==> config.mk <==
export PLATFORM = sky130hd
export DESIGN_NAME = rus_top
export DESIGN_NICKNAME = d
export VERILOG_FILES = /design/src/rtl/rus_pkg.sv /design/src/rtl/rus_hs.sv /design/src/rtl/rus_cmp.sv /design/src/rtl/rus_top.sv
export SDC_FILE = /design/constraint.sdc
export NUM_CORES = 1
export LEC_CHECK = 0
export BUFFER_PORTS_ARGS = -buffer_cell sky130_fd_sc_hd__buf_2
export CORE_MARGIN = 3
export CORE_UTILIZATION = 35
export CTS_CLUSTER_SIZE = 24
export DETAILED_ROUTE_END_ITERATION = 12
export PLACE_DENSITY_LB_ADDON = 0.3
export REMOVE_ABC_BUFFERS = 1
export SLEW_MARGIN = 10
export SYNTH_ARGS = -nofsm -noshare
export SYNTH_HDL_FRONTEND = slang
export SYNTH_HIERARCHICAL = 1
export SYNTH_SLANG_ARGS = --single-unit
==> constraint.sdc <==
create_clock -name clk -period 13.27 [get_ports clk]
set_clock_uncertainty 0.15 [all_clocks]
set_input_delay 0.6635 -clock clk [delete_from_list [all_inputs] [get_ports clk]]
set_output_delay 0.6635 -clock clk [all_outputs]
set_load 0.02 [all_outputs]
==> src/rtl/rus_pkg.sv <==
package rus_pkg;
    localparam int          FIX_WORDS     = 11;
    localparam logic [31:0] VBASE_LO_KEEP = 32'hFFFF_F0FF;
    localparam logic [31:0] VMASK_LO_KEEP = 32'hFFFF_F800;
    localparam logic [63:0] DEF_CTL_BITS  = 64'h0000_0000_0000_0CFF;
    localparam int          VLD_BIT       = 11;
    localparam int          CHG_W         = 3;
    localparam int          CHG_VAR       = 0;
    localparam int          CHG_FIX       = 1;
    localparam int          CHG_DEF       = 2;

    typedef enum logic [3:0] {
        S_IDLE, S_CD_ON, S_WBINV, S_PGE_OFF, S_TLB_IN, S_DEF_SAVE, S_DEF_CLR,
        S_SCAN, S_DEF_CMP, S_TLB_OUT, S_DEF_REST, S_CD_OFF, S_PGE_ON, S_DONE
    } seq_st_e;

    typedef enum logic [1:0] {RK_DEF, RK_VBASE, RK_VMASK, RK_FIX} reg_kind_e;
endpackage

==> src/rtl/rus_hs.sv <==
module rus_hs (
    input  logic clk,
    input  logic rst_n,
    input  logic go_i,
    input  logic done_i,
    output logic req_o,
    output logic fin_o
);
    always_ff @(posedge clk or negedge rst_n) begin
        if (!rst_n)              req_o <= 1'b0;
        else if (go_i)           req_o <= 1'b1;
        else if (req_o && done_i) req_o <= 1'b0;
    end

    assign fin_o = req_o & done_i;

    // a request stays up until its done arrives
    a_r2_req_held: assert property (@(posedge clk) disable iff (!rst_n)
        (req_o && !done_i) |=> req_o);
endmodule

==> src/rtl/rus_cmp.sv <==
module rus_cmp
    import rus_pkg::*;
#(
    parameter int          NVAR       = 4,
    parameter int          AW         = 5,
    parameter logic [31:0] PA_HI_MASK = 32'h0000_000F
) (
    input  logic [AW-1:0] addr_i,
    input  logic [63:0]   cur_i,
    input  logic [63:0]   tgt_i,
    input  logic          slot_vld_i,
    output reg_kind_e     kind_o,
    output logic          diff_o,
    output logic [63:0]   want_o
);
    localparam int VAR_TOP = 2 * NVAR;

    logic [63:0] keep;

    always_comb begin
        if (addr_i == '0)                 kind_o = RK_DEF;
        else if (int'(addr_i) <= VAR_TOP) kind_o = addr_i[0] ? RK_VBASE : RK_VMASK;
        else                              kind_o = RK_FIX;
    end

    always_comb begin
        unique case (kind_o)
            RK_VMASK: begin
                keep   = {PA_HI_MASK, VMASK_LO_KEEP};
                want_o = tgt_i[VLD_BIT] ? tgt_i : '0;
            end
            RK_VBASE: begin
                keep   = {PA_HI_MASK, VBASE_LO_KEEP};
                want_o = slot_vld_i ? tgt_i : '0;
            end
            RK_FIX: begin
                keep   = '1;
                want_o = tgt_i;
            end
            default: begin
                keep   = DEF_CTL_BITS;
                want_o = tgt_i;
            end
        endcase
        diff_o = |((cur_i ^ want_o) & keep);
    end
endmodule

==> src/rtl/rus_top.sv <==
module rus_top
    import rus_pkg::*;
#(
    parameter int          NVAR       = 4,
    parameter logic [31:0] PA_HI_MASK = 32'h0000_000F,
    parameter int          AW         = $clog2(2 * NVAR + FIX_WORDS + 1)
) (
    input  logic             clk,
    input  logic             rst_n,
    input  logic             start_i,
    output logic             busy_o,
    output logic             done_o,
    output logic [CHG_W-1:0] chg_o,
    output logic             cd_o,
    output logic             nw_o,
    output logic             wb_req_o,
    input  logic             wb_done_i,
    input  logic             pge_i,
    output logic             pge_o,
    output logic             tlb_req_o,
    input  logic             tlb_done_i,
    output logic [AW-1:0]    reg_addr_o,
    input  logic [63:0]      reg_rdata_i,
    input  logic [63:0]      tgt_rdata_i,
    output logic             reg_we_o,
    output logic [63:0]      reg_wdata_o
);
    localparam int NSCAN = 2 * NVAR + FIX_WORDS;
    localparam int SW    = $clog2(NSCAN + 1);

    seq_st_e          st, st_nx;
    logic [SW-1:0]    idx;
    logic [63:0]      def_sav;
    logic             pge_sav, pge_q, cd_q, vld_q;
    logic [CHG_W-1:0] chg_q;
    logic             wb_go, tlb_go, wb_fin, tlb_fin;
    logic [AW-1:0]    scan_addr;
    reg_kind_e        kind;
    logic             diff;
    logic [63:0]      want;
    logic             scan_last, def_diff;

    rus_hs u_wb  (.clk(clk), .rst_n(rst_n), .go_i(wb_go),  .done_i(wb_done_i),
                  .req_o(wb_req_o),  .fin_o(wb_fin));
    rus_hs u_tlb (.clk(clk), .rst_n(rst_n), .go_i(tlb_go), .done_i(tlb_done_i),
                  .req_o(tlb_req_o), .fin_o(tlb_fin));

    rus_cmp #(.NVAR(NVAR), .AW(AW), .PA_HI_MASK(PA_HI_MASK)) u_cmp (
        .addr_i(reg_addr_o), .cur_i(reg_rdata_i), .tgt_i(tgt_rdata_i),
        .slot_vld_i(vld_q), .kind_o(kind), .diff_o(diff), .want_o(want));

    always_comb begin
        if (idx < SW'(2 * NVAR)) scan_addr = idx[0] ? AW'(idx) : AW'(idx + SW'(2));
        else                     scan_addr = AW'(idx + SW'(1));
    end

    assign scan_last = (idx == SW'(NSCAN - 1));
    assign def_diff  = |((def_sav ^ tgt_rdata_i) & DEF_CTL_BITS);

    // state register
    always_ff @(posedge clk or negedge rst_n) begin
        if (!rst_n) st <= S_IDLE;
        else        st <= st_nx;
    end

    // next state
    always_comb begin
        st_nx = st;
        unique case (st)
            S_IDLE:     if (start_i) st_nx = S_CD_ON;
            S_CD_ON:    st_nx = S_WBINV;
            S_WBINV:    if (wb_fin) st_nx = S_PGE_OFF;
            S_PGE_OFF:  st_nx = S_TLB_IN;
            S_TLB_IN:   if (tlb_fin) st_nx = S_DEF_SAVE;
            S_DEF_SAVE: st_nx = S_DEF_CLR;
            S_DEF_CLR:  st_nx = S_SCAN;
            S_SCAN:     if (scan_last) st_nx = S_DEF_CMP;
            S_DEF_CMP:  st_nx = S_TLB_OUT;
            S_TLB_OUT:  if (tlb_fin) st_nx = S_DEF_REST;
            S_DEF_REST: st_nx = S_CD_OFF;
            S_CD_OFF:   st_nx = S_PGE_ON;
            S_PGE_ON:   st_nx = S_DONE;
            S_DONE:     st_nx = S_IDLE;
            default:    st_nx = S_IDLE;
        endcase
    end

    // registered outputs and saved state
    always_ff @(posedge clk or negedge rst_n) begin
        if (!rst_n) begin
            idx <= '0; def_sav <= '0; pge_sav <= 1'b0; pge_q <= 1'b0;
            cd_q <= 1'b0; vld_q <= 1'b0; chg_q <= '0;
        end else begin
            unique case (st)
                S_IDLE: begin
                    pge_q <= pge_i;
                    if (start_i) begin
                        cd_q  <= 1'b1;
                        chg_q <= '0;
                    end
                end
                S_PGE_OFF: begin
                    pge_sav <= pge_q;
                    pge_q   <= 1'b0;
                end
                S_DEF_SAVE: def_sav <= reg_rdata_i;
                S_DEF_CLR:  idx <= '0;
                S_SCAN: begin
                    idx <= idx + SW'(1);
                    if (kind == RK_VMASK) vld_q <= tgt_rdata_i[VLD_BIT];
                    if (diff) begin
                        if (kind == RK_FIX) chg_q[CHG_FIX] <= 1'b1;
                        else                chg_q[CHG_VAR] <= 1'b1;
                    end
                end
                S_DEF_CMP: if (def_diff) begin
                    def_sav <= (def_sav & ~DEF_CTL_BITS) | (tgt_rdata_i & DEF_CTL_BITS);
                    chg_q[CHG_DEF] <= 1'b1;
                end
                S_CD_OFF: cd_q  <= 1'b0;
                S_PGE_ON: pge_q <= pge_sav;
                default: ;
            endcase
        end
    end

    // combinational outputs
    always_comb begin
        wb_go       = (st == S_CD_ON);
        tlb_go      = (st == S_PGE_OFF) || (st == S_DEF_CMP);
        reg_addr_o  = (st == S_SCAN) ? scan_addr : '0;
        reg_we_o    = 1'b0;
        reg_wdata_o = '0;
        unique case (st)
            S_DEF_CLR:  begin reg_we_o = 1'b1; reg_wdata_o = def_sav & ~DEF_CTL_BITS; end
            S_DEF_REST: begin reg_we_o = 1'b1; reg_wdata_o = def_sav; end
            S_SCAN:     begin reg_we_o = diff; reg_wdata_o = want; end
            default: ;
        endcase
    end

    assign busy_o = (st != S_IDLE);
    assign done_o = (st == S_DONE);
    assign chg_o  = chg_q;
    assign cd_o   = cd_q;
    assign nw_o   = 1'b0;
    assign pge_o  = pge_q;

    // cache flush only requested with the cache disabled
    a_r2_wb_under_cd: assert property (@(posedge clk) disable iff (!rst_n)
        wb_req_o |-> cd_o);
    // TLB flush only with global pages off and cache disabled
    a_r3_tlb_pge_off: assert property (@(posedge clk) disable iff (!rst_n)
        tlb_req_o |-> (cd_o && !pge_o));
    // register writes confined to the protected window
    a_r5_we_window: assert property (@(posedge clk) disable iff (!rst_n)
        reg_we_o |-> (cd_o && !pge_o && !wb_req_o));
    // completion is a single-cycle pulse
    a_r10_done_pulse: assert property (@(posedge clk) disable iff (!rst_n)
        done_o |=> !done_o);
    // at completion the cache is enabled and no flush is pending
    a_r9_exit_clean: assert property (@(posedge clk) disable iff (!rst_n)
        done_o |-> (!cd_o && !wb_req_o && !tlb_req_o));
endmodule

After elaboration in Yosys (flattened, before gate mapping)
Cells that the tools add are included.
W data, S select, Z words.
Storage, ports and cells
  register bits: 82
  bits of input ports: 134
  output and inout port bits: 80
  word-level logic and storage cells: 107
Operators by class
  $add $sub $neg: 2
  $lt $le $gt $ge: 2
  equal/unequal tests: 26
  mux-type cells: 35
  bitwise operators: 6
  reduce and logical (&&, ||, !) cells: 24
Operators with widths (number)
  $pmux W64 S3: 2
  $pmux W64 S2: 2
  $mux W64: 3
  $and A64 B64 Y64: 1
  $or A64 B12 Y64: 1
  $reduce_or A64 Y1: 1
  $xor A64 B64 Y64: 1
  $pmux W4 S13: 1
  $eq A4 B4 Y1 const B: 6
  $mux W4: 5
  $eq A4 B3 Y1 const B: 4
  $ne A2 B2 Y1 const B: 8
  $mux W5: 3
  $reduce_bool A2 Y1: 7
  $xor A12 B12 Y12: 1
  $pmux W5 S2: 1
  $reduce_or A10 Y1: 1
  $eq A4 B2 Y1 const B: 2
  $mux W1: 8
  $mux W2: 4
  $reduce_and A4 Y1: 2
  $pmux W1 S2: 3
  $reduce_and A2 Y1: 3
  $add A5 B1 Y5 const B: 1
  other kinds (21): 24

Logic depth before layout (Yosys ltp)
  depth after elaboration: 14
  depth in mapped cells: 20
  mapped depth without buffers: 17

Cells and area by module
The synthesis kept the hierarchy.
By module, submodules not included
  rus_top: instances 1, cells an instance 384, area an instance 4357.9 sq um, seq. area each 2001.9 sq um
  rus_cmp: instances 1, cells an instance 264, area an instance 1717.9 sq um, seq. area each 0.0 sq um
  rus_hs: instances 2, cells an instance 4, area an instance 43.8 sq um, seq. area each 25.0 sq um

Worst setup path before layout
Ideal clock, no wire load.
  path kind: reg-to-output
  start point: reg st[1]
  end point: out reg_we_o
  arrival time: 4721 ps
  data required time: 12456 ps
  setup slack: 7735 ps
  cell stages (with the launch flop): 18
  path buffers: 3
  cells stage by stage: dfrtp_1 buf_2 nand4b_1 clkbuf_1 a21oi_1 or2_2 a211oi_1 inv_1 ha_1 a22oi_2 nand2_1 buf_6 and2_4 a22o_1 or4_1 o41a_1 or4b_1 a21o_1
On the way
  cells in the longest elaborated chain, start to end: 11
  elaborated cells on any way between the ends: 19
  classes of those cells: order compare: 1; eq/ne: 6; mux: 7; bitwise: 2; reduce/logical: 3
Ends and longest elaborated chain
  start: declaration: RTL line rus_top.sv:31  | seq_st_e st, st_nx;
  start signal: assignment: RTL line rus_top.sv:63  | else st <= st_nx;
  $eq A4 B3 Y1 (*): RTL line rus_top.sv:131  | reg_addr_o = (st == S_SCAN) ? scan_addr : '0;
  $mux W5 (*): RTL line rus_top.sv:131
  via reg_addr_o[2]: RTL line rus_top.sv:22  | output logic [AW-1:0] reg_addr_o,
  $le A5 B4 Y1: RTL line rus_cmp.sv:22  | else if (int'(addr_i) <= VAR_TOP) kind_o = addr_i[0] ? RK_VBASE : RK_VMASK;
  $mux W2: RTL line rus_cmp.sv:22
  $mux W2 (*): RTL line rus_cmp.sv:21  | if (addr_i == '0) kind_o = RK_DEF;
  via kind[0]: RTL line rus_top.sv:38  | reg_kind_e kind;
  $eq A2 B1 Y1 or $eq A2 B2 Y1 (tied branches): RTL line rus_cmp.sv:27  | unique case (kind_o)
  $pmux W64 S2 (*): RTL line rus_cmp.sv:27
  via want[52]: RTL line rus_top.sv:40  | logic [63:0] want;
  $xor A64 B64 Y64 (*): RTL line rus_cmp.sv:45  | diff_o = |((cur_i ^ want_o) & keep);
  $and A64 B64 Y64 (*): RTL line rus_cmp.sv:45
  $reduce_or A64 Y1 (*): RTL line rus_cmp.sv:45
  via diff: RTL line rus_top.sv:39  | logic diff;
  $pmux W1 S2 (*): RTL line rus_top.sv:134  | unique case (st)
  end: declaration: RTL line rus_top.sv:25  | output logic reg_we_o,
Mark *: on every way through the listed nets, which the timed path passes. The rest lies on a longest branch.

Final worst setup path
  start point: reg st[3]
  end point: out reg_we_o
On the way
  cells in the longest elaborated chain, start to end: 11
  elaborated cells on any way between the ends: 19
  classes of those cells: order compare: 1; eq/ne: 6; mux: 7; bitwise: 2; reduce/logical: 3
Ends and longest elaborated chain (RTL line)
  $eq A4 B3 Y1 (*): rus_top.sv:131
  $mux W5 (*): rus_top.sv:131
  $le A5 B4 Y1 or $mux W2 (tied branches): rus_cmp.sv:22
  $mux W2: rus_cmp.sv:22
  $mux W2 (*): rus_cmp.sv:21
  via kind[0]: rus_top.sv:38
  $eq A2 B1 Y1 or $eq A2 B2 Y1 (tied branches): rus_cmp.sv:27
  $pmux W64 S2 (*): rus_cmp.sv:27
  via want[39]: rus_top.sv:40
  $xor A64 B64 Y64 (*): rus_cmp.sv:45
  $and A64 B64 Y64 (*): rus_cmp.sv:45
  $reduce_or A64 Y1 (*): rus_cmp.sv:45
  via diff: rus_top.sv:39
  $pmux W1 S2 (*): rus_top.sv:134
Marks and branches as above.

==> reports/metrics.yaml <==
outcome:
  run_status: "finished clean"
power_and_ir_drop:
  pwr-share-clk: 0.164
  p_leak_nw: 3.57
  power_frac_comb: 0.538
  p_switching_uw: 679
  internal_power_uw: 896
  vdd_drop_max_uv: 103
  p_seq_frac: 0.298
  power_density_mw_per_mm2: 205
  p_sw_frac: 0.431
clock_network:
  cts_resized: 0
  cts_sinks: 82
  cts_tree: "built"
  cts_hold_buf: 0
  cts.reportedPaths.clkPinSlew_ns: 0.06
  clk_latency_ns: 0.33
  cts_inserted_buffers: 9
  h-tree-depth: 3
  clockBufferDepth: 2
  cts-root-buf: "clkbuf_16"
  cts_setup_buffers: 0
global_routing:
  grt_pass1_wl_um: 29900
  grt_overflow_total: 0
  grt.total_usage: 0.189
  first_global_vias: 5756
  grt_max_degree: 69
  antenna_found_initial: 0
routing:
  wl_met1_um: 8670
  wl_per_cell_um: 17.8
  drtPass1Iterations: 5
  routed-wl-met2_um: 8930
  routed-wl-met3_um: 1190
  routed.top_layer: "met4"
  routed_wl_um: 19000
  vias_per_cell: 5.49
  route.detailed.drc: 0
  vias: 5876
  detail-route-antenna-nets: 0
  drtIter0Drc: 369
synthesis:
  synth_ff_type: "dfrtp_1"
  yosysWarningCount: 6
  synth.most_common_cell: "dfrtp_1"
  synth_edf_count: 0
  async_reset_ff_frac: 1.00
  synth-seq-area-share: 0.333
  yosys-top-cells-count: "dfrtp_1, a22o_1, and2_1, mux2_2"
  syn_inst: 656
  synth_top_area_cell: "dfrtp_1"
  netlist.area_leader.share: 0.333
  synth_area_leaders: "dfrtp_1, mux2_2, a22o_1"
  ys_seq_elements: 82
  synth_cell_types: 64
  syn_area_mm2: 0.00616
  postSynthAreaPerCell_um2: 9.40
cells_and_area:
  drive_above_1_share: 0.369
  diodes: 0
  n_fill_cell: 1704
  design_area_mm2: 0.00768
  area_growth_pct: 24.6
  fin_nets: 988
  regArea_mm2: 0.00205
  multi_input_area_mm2: 0.00376
sta:
  finalHoldViolCount: 0
  worst_slew_pin_slew_ns: 0.803
  finalSetupViolations: 0
  slew_headroom: 0.465
  final.min_clock_period_ns: 7.19
  max_freq_mhz: 139
  rsz0062_at_grt: "false"
  finalCritPeriodShare: 0.542
  worst_hold_slack_ns: 0.177
  drv_slew: 0
  setup-tns-final_ns: 0
die:
  die_width_um: 139
  boundaryPins: 214
  core-area_mm2: 0.0169
  rows: 47
  die-area_mm2: 0.0192
  start_util: 0.364
  die_h_um: 139
setup_path:
  critPathArrivalTime_ns: 6.38
  crit_type: "reg2out"
  r2r-start: "st[3]"
  cp_data_required_time_ns: 12.46
  worstPathMaxFanout: 22
  crit_path_end_kind: "output port"
  cp-startpoint: "st[3]"
  cp-start-kind: "flop"
placed_design:
  routabilityCongestion: 0.840
  placed_area_mm2: 0.00737
  dp.final_hpwl_um: 13600
  io_buffer_count: 212
hold_path:
  hold_path.class: "in2async"
job:
  maxCapViolations: 0
-- logic make-up (layout without fill, tap and decap cells) --
logic type                 count (synthesis)  in the layout  share of synthesized area
other                                      1              1                   0.000608
and+or+nand+nor                          190            190                      0.178
muxes                                     57             57                      0.104
adders and majority gates                  9              9                     0.0183
DFF                                       82             82                      0.333
buffers and inverters                     84            278                     0.0593
AOI/OAI and AO/OA                        193            193                      0.250
xor gates and xnor gates                  40             40                     0.0568
-- power groups by stage --
stage,registers [mW],logic [mW],clock network [mW]
floorplan,0.459,0.593,0
global placement,0.468,0.847,0
detailed placement,0.472,0.852,0
CTS,0.468,0.855,0.267
global route,0.489,0.929,0.277
finish,0.469,0.848,0.258
-- through the flow --
stage | setup WS (ns) | util | total power [mW] | instances
floorplan | 6.83 | - | 1.05 | 614
global placement | 6.57 | 0.435 | 1.31 | 1054
detailed placement | 6.42 | 0.435 | 1.32 | 1054
CTS | 6.05 | 0.453 | 1.59 | 1070
global route | 5.59 | 0.453 | 1.69 | 1070
finish | 6.08 | 0.453 | 1.58 | 1070
-- cells in the final DEF, fill, tap and decap left out, types with 3 or more instances in the layout --
cell type,instances
buf_2,211
dfrtp_1,82
a22o_1,68
mux2_2,56
and2_1,56
inv_1,42
nor2_1,41
xnor2_1,37
nand2_1,27
o21ai_0,18
a31oi_1,16
a21oi_1,13
nor4bb_1,13
o22ai_1,13
a22oi_1,12
o221ai_2,10
o32ai_1,10
nand4_1,9
ha_1,9
clkbuf_16,9
buf_4,9
nor4_1,8
nor3_1,5
a21o_1,5
nand2b_1,4
nor2b_1,4
nand3b_1,3
nor3b_1,3
xor2_1,3
nand3_1,3
o31ai_1,3
clkinv_2,3
a21boi_0,3
-- critical path, stage by stage (launching register included) --
cell and delay, ns:
dfrtp_1 0.70, nand4b_1 0.49, a21oi_1 0.14, or2_2 0.32, a211oi_1 0.48, inv_1 0.22, ha_1 0.26, a22oi_2 0.54
nand2_2 0.40, and2_1 0.31, a22o_1 0.22, or4_1 0.55, o41a_1 0.48, or4b_1 0.58, a21o_1 0.20, buf_2 0.16
-- path summary, 6_finish.rpt --
kind | to | slack [ns] | cells past startpoint
worst max-delay path | reg_we_o | 6.08 | 15
worst min-delay path | u_tlb/req_o | 0.18 | 1
worst max register to register | chg_o[1] | 6.99 | 15
worst min register to register | u_wb/req_o | 0.35 | 1
max in group asynchronous | def_sav[23] | 11.82 | 2
min in group clk | u_wb/req_o | 0.35 | 1
-- routing by layer --
layer,track usage,up-vias
met3,0.0307,18
met5,0,-
met4,0.0541,0
met2,0.317,212
met1,0.253,2841
li1,-,2805
-- state kept, by name, summed over array words and instances, names as in the netlist --
| name | count |
|---|---|
| idx | 5 |
| u_tlb/req_o | 1 |
| pge_sav | 1 |
| def_sav | 64 |
| pge_o | 1 |
| cd_o | 1 |
| chg_o | 3 |
| vld_q | 1 |
| st | 4 |
| u_wb/req_o | 1 |
-- layout make-up --
class / instances / area share
inverters: 42 / 0.0205
repair buffers: 220 / 0.146
clock inverters: 5 / 0.00684
well taps: 220 / 0.0359
flip-flops and latches: 82 / 0.267
clock buffers: 11 / 0.0329
multi-input cells: 490 / 0.490
No activity file was read; power rests on OpenSTA's default activity.
